<file path="src/rtl/clkctl_pkg.sv">
package clkctl_pkg;

  // Field positions; software and the downstream clock logic rely on them.
  localparam int unsigned BIT_EN     = 1;
  localparam int unsigned BIT_RLO    = 2;
  localparam int unsigned BIT_RHI    = 3;
  localparam int unsigned BIT_SEL    = 5;
  localparam int unsigned BIT_PLO    = 6;
  localparam int unsigned BIT_PHI    = 7;
  localparam int unsigned REG_W      = 8;
  localparam int unsigned RATIO_W    = 2;
  localparam int unsigned MULT_W     = 3;

  typedef logic [RATIO_W-1:0] ratio_t;

  // Multiplier of a ratio code: 00 is the reset ratio (x1).
  function automatic logic [MULT_W-1:0] ratio_to_mult(input ratio_t code);
    logic [MULT_W-1:0] m;
    case (code)
      2'b01:   m = 3'd2;
      2'b10:   m = 3'd3;
      2'b11:   m = 3'd4;
      default: m = 3'd1;
    endcase
    return m;
  endfunction

  // Assemble the readback image from the stored fields.
  function automatic logic [REG_W-1:0] pack_image(input logic [1:0] periph,
                                                  input logic       sel,
                                                  input ratio_t     ratio,
                                                  input logic       en);
    logic [REG_W-1:0] img;
    img = '0;
    img[BIT_PHI:BIT_PLO] = periph;
    img[BIT_SEL]         = sel;
    img[BIT_RHI:BIT_RLO] = ratio;
    img[BIT_EN]          = en;
    return img;
  endfunction

endpackage

</file>
<file path="src/rtl/clkctl_settle_timer.sv">
module clkctl_settle_timer #(
  parameter int unsigned TICKS = 2000
) (
  input  logic clk,
  input  logic rst_n,
  input  logic tick,
  input  logic restart,
  output logic done
);
  localparam int unsigned CW = $clog2(TICKS + 1);
  localparam logic [CW-1:0] LOAD = CW'(TICKS);

  logic [CW-1:0] remain_q;

  always_ff @(posedge clk) begin
    if (!rst_n || restart) begin
      remain_q <= LOAD;
    end else if (tick && (remain_q != '0)) begin
      remain_q <= remain_q - 1'b1;
    end
  end

  assign done = (remain_q == '0);
endmodule

</file>
<file path="src/rtl/clkctl_ratio_guard.sv">
module clkctl_ratio_guard
  import clkctl_pkg::*;
(
  input  logic   clk,
  input  logic   rst_n,
  input  logic   wr_en,
  input  ratio_t wr_ratio,
  output ratio_t ratio_q,
  output logic   locked_q,
  output logic   change
);
  // A change is a write with a differing code while the field is still open.
  assign change = wr_en && !locked_q && (wr_ratio != ratio_q);

  always_ff @(posedge clk) begin
    if (!rst_n) begin
      ratio_q  <= '0;
      locked_q <= 1'b0;
    end else if (change) begin
      ratio_q  <= wr_ratio;
      locked_q <= 1'b1;
    end
  end
endmodule

</file>
<file path="src/rtl/clkctl_sel_gate.sv">
module clkctl_sel_gate (
  input  logic clk,
  input  logic rst_n,
  input  logic wr_en,
  input  logic wr_sel,
  input  logic wr_enable,
  input  logic en_q,
  input  logic ratio_change,
  input  logic settle_done,
  output logic sel_q,
  output logic sel_held
);
  logic sel_d;

  // sel_held marks a write of 1 that the interlocks refuse.
  assign sel_held = wr_en && wr_sel && wr_enable && en_q && !ratio_change && !settle_done;

  always_comb begin
    sel_d = sel_q;
    if (wr_en) begin
      if (!wr_enable || !en_q || ratio_change) begin
        sel_d = 1'b0;
      end else if (!wr_sel) begin
        sel_d = 1'b0;
      end else if (settle_done) begin
        sel_d = 1'b1;
      end
    end
  end

  always_ff @(posedge clk) begin
    if (!rst_n) sel_q <= 1'b0;
    else        sel_q <= sel_d;
  end
endmodule

</file>
<file path="src/rtl/pll_clkctl_reg.sv">
module pll_clkctl_reg
  import clkctl_pkg::*;
#(
  parameter int unsigned SETTLE_TICKS = 2000
) (
  input  logic       clk,
  input  logic       rst_n,
  input  logic       wr_en,
  input  logic [7:0] wr_data,
  input  logic       tick,
  output logic [7:0] rd_data,
  output logic       pll_en,
  output logic [1:0] pll_ratio,
  output logic [2:0] pll_mult,
  output logic       sel_pll,
  output logic [1:0] periph_sel
);
  logic       en_q;
  logic [1:0] periph_q;
  ratio_t     ratio_q;
  logic       ratio_locked;
  logic       ratio_change;
  logic       settle_done;
  logic       sel_q;
  logic       sel_held;
  logic       unused_wr_bits;

  assign unused_wr_bits = ^{wr_data[4], wr_data[0]};

  always_ff @(posedge clk) begin
    if (!rst_n) begin
      en_q     <= 1'b0;
      periph_q <= '0;
    end else if (wr_en) begin
      en_q     <= wr_data[BIT_EN];
      periph_q <= wr_data[BIT_PHI:BIT_PLO];
    end
  end

  clkctl_ratio_guard u_ratio (
    .clk      (clk),
    .rst_n    (rst_n),
    .wr_en    (wr_en),
    .wr_ratio (wr_data[BIT_RHI:BIT_RLO]),
    .ratio_q  (ratio_q),
    .locked_q (ratio_locked),
    .change   (ratio_change)
  );

  clkctl_settle_timer #(.TICKS(SETTLE_TICKS)) u_timer (
    .clk     (clk),
    .rst_n   (rst_n),
    .tick    (tick),
    .restart (ratio_change),
    .done    (settle_done)
  );

  clkctl_sel_gate u_sel (
    .clk          (clk),
    .rst_n        (rst_n),
    .wr_en        (wr_en),
    .wr_sel       (wr_data[BIT_SEL]),
    .wr_enable    (wr_data[BIT_EN]),
    .en_q         (en_q),
    .ratio_change (ratio_change),
    .settle_done  (settle_done),
    .sel_q        (sel_q),
    .sel_held     (sel_held)
  );

  assign rd_data    = pack_image(periph_q, sel_q, ratio_q, en_q);
  assign pll_en     = en_q;
  assign pll_ratio  = ratio_q;
  assign pll_mult   = ratio_to_mult(ratio_q);
  assign sel_pll    = sel_q;
  assign periph_sel = periph_q;
endmodule

</file>
<file path="config.mk">
export PLATFORM = sky130hd
export DESIGN_NAME = pll_clkctl_reg
export DESIGN_NICKNAME = d
export VERILOG_FILES = /design/src/rtl/clkctl_pkg.sv /design/src/rtl/clkctl_settle_timer.sv /design/src/rtl/clkctl_ratio_guard.sv /design/src/rtl/clkctl_sel_gate.sv /design/src/rtl/pll_clkctl_reg.sv
export SDC_FILE = /design/constraint.sdc
export NUM_CORES = 1
export LEC_CHECK = 0
export BUFFER_PORTS_ARGS = -buffer_cell sky130_fd_sc_hd__buf_2
export CORE_MARGIN = 3
export CORE_UTILIZATION = 30
export CTS_CLUSTER_DIAMETER = 50
export CTS_CLUSTER_SIZE = 40
export DETAILED_ROUTE_END_ITERATION = 10
export MAX_ROUTING_LAYER = met4
export PLACE_DENSITY_LB_ADDON = 0.15
export SYNTH_ARGS = -nofsm -noshare
export SYNTH_HDL_FRONTEND = slang
export SYNTH_SLANG_ARGS = --single-unit
export TNS_END_PERCENT = 100
</file>
<file path="constraint.sdc">
create_clock -name clk -period 2.2 [get_ports clk]
set_clock_uncertainty 0.15 [all_clocks]
set_input_delay 0.22 -clock clk [delete_from_list [all_inputs] [get_ports clk]]
set_output_delay 0.22 -clock clk [all_outputs]
set_load 0.1 [all_outputs]
</file>
# Word level (Yosys, flattened, before mapping)
# Index checks and enable logic that the tools add are counted.
# Widths: inputs -> output; s select.
# classes
mux,4
n_bitwise,0
addsub,1
shift,0
n_eq_ne,5
multipliers,0
reduce_logical,13
div,0
order_cmp,0
# op_table
cell,n
$logic_not 11->1,1
$reduce_bool 11->1,1
$sub 11x1->11 const B,1
$pmux 3 s3,1
$eq 2x2->1 const B,2
$logic_not 1->1,4
$logic_and 1x1->1,3
$logic_or 1x1->1,3
$mux 1,3
$ne 3x1->1 const B,1
$eq 2x1->1 const B,1
$ne 2x2->1,1
$reduce_and 2->1,1
# word_totals
ramBits,0
elab_cells,29
inputBits,12
register_bits,18
output_inout_bits,17
latch_bits,0
rom_bits,0
mem_count,0

# Longest topological paths before layout
# depth
depth_word,6
mapped_depth,6
ltp_nobuf,6

# Cells and area by module
# Synthesis repeated with hierarchy kept, for this count alone.
# hier_totals
hier_cells,111
hier_area_um2,1033.5
# modules_own_cells
module,seq_area_each_um2,cells_each,instances,area_each_um2
clkctl_settle_timer,220.2,66,1,590.6
pll_clkctl_reg,60.1,24,1,224.0
clkctl_ratio_guard,60.1,15,1,146.4
clkctl_sel_gate,20.0,6,1,72.6

# Least setup slack after synthesis
# OpenSTA, ideal clock, no wires.
# synth_timing
kind,register -> output
start,register u_ratio.ratio_q[0]
end,output pll_mult[1]
setup_slack_ns,-0.255
path_stages_with_launch,3
t_arrival_ns,2.085
n_path_buf,0
t_required_ns,1.830
cell_sequence,dfxtp_1 inv_1 ha_1
# synth_via
elab_chain_len,2
word_cells_on_any_way,4
classes_between,eq/ne: 3; mux: 1
# synth_rtl
element,line_no,text
from (decl),clkctl_ratio_guard.sv:8,"output ratio_t ratio_q,"
from (signal assigned),clkctl_ratio_guard.sv:20,ratio_q <= wr_ratio;
$eq 2x2->1 / $eq 2x1->1 (equally long branches),clkctl_pkg.sv:19,case (code)
$pmux 3 s3 *,clkctl_pkg.sv:19,
to (decl),pll_clkctl_reg.sv:14,"output logic [2:0] pll_mult,"
# Mark *: on every way between the ends. The rest lies on a longest branch, timed or not.

# Worst setup path after layout
# layout_timing
start,register u_timer.remain_q[2]
end,register u_timer.remain_q[9]
# layout_via
elab_chain_len,2
word_cells_on_any_way,3
classes_between,add/sub: 1; reduce/logical: 2
# layout_rtl
element,line_no,text
from (decl),clkctl_settle_timer.sv:13,logic [CW-1:0] remain_q;
from (signal assigned),clkctl_settle_timer.sv:19,remain_q <= remain_q - 1'b1;
branches (longest 2 deep; another with $sub 11x1->11),-,
# Parallel ways; which one is timed is not known.
# A chain may end at the register's enable or synchronous reset.

==> impl_metrics.tcl <==
set metrics [dict create \
    io_buffers 24 \
    slowest_stage "or4_4" \
    worstSetupPathType "reg2reg" \
    n_fill_cell 320 \
    cts_root_buffer "clkbuf_4" \
    synthArstFlopShare_pct 0 \
    synth_top_cell_by_area "dfxtp_1" \
    fin_ws_ns 0.1775 \
    core-area_um2 2900 \
    cts_max_level 1 \
    yosys.area.top_type_share_pct 37.60 \
    drt-pass1-iter-count 3 \
    path_cells "or4_4, or4_1, a211o_1" \
    cts_buffers 3 \
    syn2layout_area_growth_pct 16.45 \
    detail-route-antenna-nets 0 \
    cts_hold_buf 0 \
    synth.avg_cell_area_um2 9.128 \
    max_cap_viol_count 0 \
    dpl.hpwl_mm 1.401 \
    dieWidth_um 62.52 \
    synth_flop_cell "dfxtp_1" \
    clkLatencyLatePin_ns 0.30 \
    cts_buffer_depth 2 \
    grt_antenna_before_repair 0 \
    synth_cells 105 \
    synthTopCellsByCount "dfxtp_1 (18), buf_4 (8), a21oi_1 (7), nor2b_1 (7)" \
    ys_seq_area_share_pct 37.60 \
    die_h_um 62.52 \
    tritoncts "done" \
    peakVddDrop_v 0.0003179 \
    synth_edf_count 0 \
    ios 29 \
    synth.most_common_cell "dfxtp_1" \
    floorplan.initialDensity_pct 33.05 \
    p_clk_share_pct 21.3 \
    total_power_mw 0.7731 \
    clkSlewWorstSetupHoldPaths_ns 0.10 \
    hold_violations 0 \
    r2r_end "u_timer.remain_q[9]" \
    hold_start "wr_data[7]" \
    cts_setup_buffers 0 \
    yosys-top-cells-area "dfxtp_1 (38%), ha_1 (6.5%), buf_4 (6.3%)" \
    wl_per_cell_um 11.10 \
    start_kind "register" \
    grt_pass1_vias 763 \
    fp-row-count 19 \
    switchingPower_mw 0.3081 \
    grt_usage_pct 10.28 \
    finalCritPeriodShare_pct 91.93 \
    max_stage_delay_ns 0.59 \
    synthDistinctLibCells 32 \
    via_count 771 \
    switching_share_pct 39.85 \
    required_ns 2.25 \
    drc_errors 0 \
    yosysWarnings 0 \
    syn-cell-area_um2 958.4 \
    grt_start_max_net_pins 10 \
    grt_remaining_overflow 0 \
    wl_mm 1.865 \
    seqCellArea_um2 362.8 \
    cts_sinks 18 \
    hp-class "in2reg" \
    dp_slack_ns 0.1886 \
    rr_startpoint "u_timer.remain_q[2]" \
    min_to "periph_sel[1]" \
    drv_slew 0 \
    period_needed_ns 2.022 \
    end_kind "register" \
    final_area_um2 1116 \
    rsz0062_at_grt "no" \
    fin_cells 168 \
    place_inst 165 \
    drive_gt1_share_pct 29.37 \
    power_density_nw_per_um2 692.7 \
    tns_ns 0 \
    fin_nets 145 \
    status "finished clean" \
    n_antenna_cell 0 \
    vias_per_cell 4.589 \
    multiInputGateArea_um2 520.5 \
    holdPathStages 3 \
    path_max_fanout 7 \
    grt_pass1_wl_mm 3.194 \
    pwr-share-comb_pct 31.9 \
    gp_congestion 0.6612 \
    setup_viol 0 \
    p_seq_share_pct 46.9 \
    p_leak_nw 0.4575 \
    p_int_mw 0.4650 \
    rrSetupSlack_ns 0.18 \
    synth_seq_cells 18 \
    place_area_um2 1089 \
    worstRegToRegCells 3 \
    dieArea_um2 3909 \
    drt_iter0_markers 14 \
    max_clock_freq_ghz 0.4944 \
    cp.arrival_ns 2.07 \
]
cells by family after synthesis:
family	after synthesis	synth area share [%]
compound gates	20	14.49
xor+xnor	4	3.656
fa+ha+maj	5	6.527
buf+inv	15	9.008
flops	18	37.60
mux	5	5.222
other cells	1	0.3913
simple gates	37	23.11
stage by stage:
stage,util [%],hold WS (ns)
2_1_floorplan,-,0.1980
3_3_place_gp,37.53,0.2966
3_5_place_dp,37.53,0.3057
4_1_cts,38.31,0.03290
5_1_grt,38.48,0.04565
6_report,38.48,0.03219
worst max-delay path, delay by kind of cell (launching register included):
family / cells / cell delay, ns
AOI/OAI and AO/OA: 1 / 0.30
DFF: 1 / 0.37
and+or+nand+nor: 2 / 1.10
worst max-delay path by stage:
stage	start	to	slack [ns]
after floorplan	u_ratio.ratio_q[0]	pll_mult[1]	0.12
after global placement	u_timer.remain_q[0]	u_timer.remain_q[0]	0.20
after detailed placement	u_timer.remain_q[0]	u_timer.remain_q[0]	0.19
after CTS	u_timer.remain_q[0]	u_timer.remain_q[1]	0.15
after global routing	u_timer.remain_q[0]	u_timer.remain_q[4]	0.02
final	u_timer.remain_q[2]	u_timer.remain_q[9]	0.18
power by group through the flow:
stage | Clock [mW] | Sequential (mW) | Combinational [mW]
floorplan | 0 | 0.407 | 0.177
global placement | 0 | 0.368 | 0.245
detailed placement | 0 | 0.369 | 0.247
CTS | 0.171 | 0.362 | 0.248
global route | 0.185 | 0.366 | 0.263
finish | 0.164 | 0.362 | 0.246
repair_timing:
item                                    in CTS  in global routing
endpoints found under the hold margin        0                  0
gates resized for setup                      0                  1
endpoints found under the setup margin       0                  2
state kept, by name, indices dropped and copies added (netlist names):
register,cells
periph_sel,2
pll_en,1
u_ratio.locked_q,1
u_ratio.ratio_q,2
u_sel.sel_q,1
u_timer.remain_q,11
final cells by class:
| class | count | share of cell area (%) |
|---|---|---|
| clock buffer | 3 | 2.018 |
| inverter | 6 | 2.018 |
| multi-input combinational | 73 | 46.64 |
| sequential | 18 | 32.51 |
| tap | 42 | 4.709 |
| timing repair buffer | 26 | 12.11 |
per-layer routing:
layer | up-vias | wire (um) | track usage (%)
li1 | 408 | - | -
met1 | 340 | 934 | 12.00
met2 | 19 | 803 | 16.78
met3 | 4 | 100 | 2.698
met4 | 0 | 27 | 4.132
met5 | - | 0 | -
layout by cell type (no fill, tap or decap), types with 2 or more instances in the layout:
cell type	count
conb_1	2
nand2_1	5
mux2i_1	5
a21oi_1	7
dfxtp_1	16
xor2_1	2
xnor2_1	2
buf_2	24
a211o_1	3
or4_1	4
inv_1	6
dfxtp_2	2
a211oi_1	3
nor2_1	6
nor2b_1	7
clkbuf_4	3
nor3_1	4
or2_2	2
buf_4	2
ha_1	5
o21ai_0	2
(Power assumes the default switching activity.)
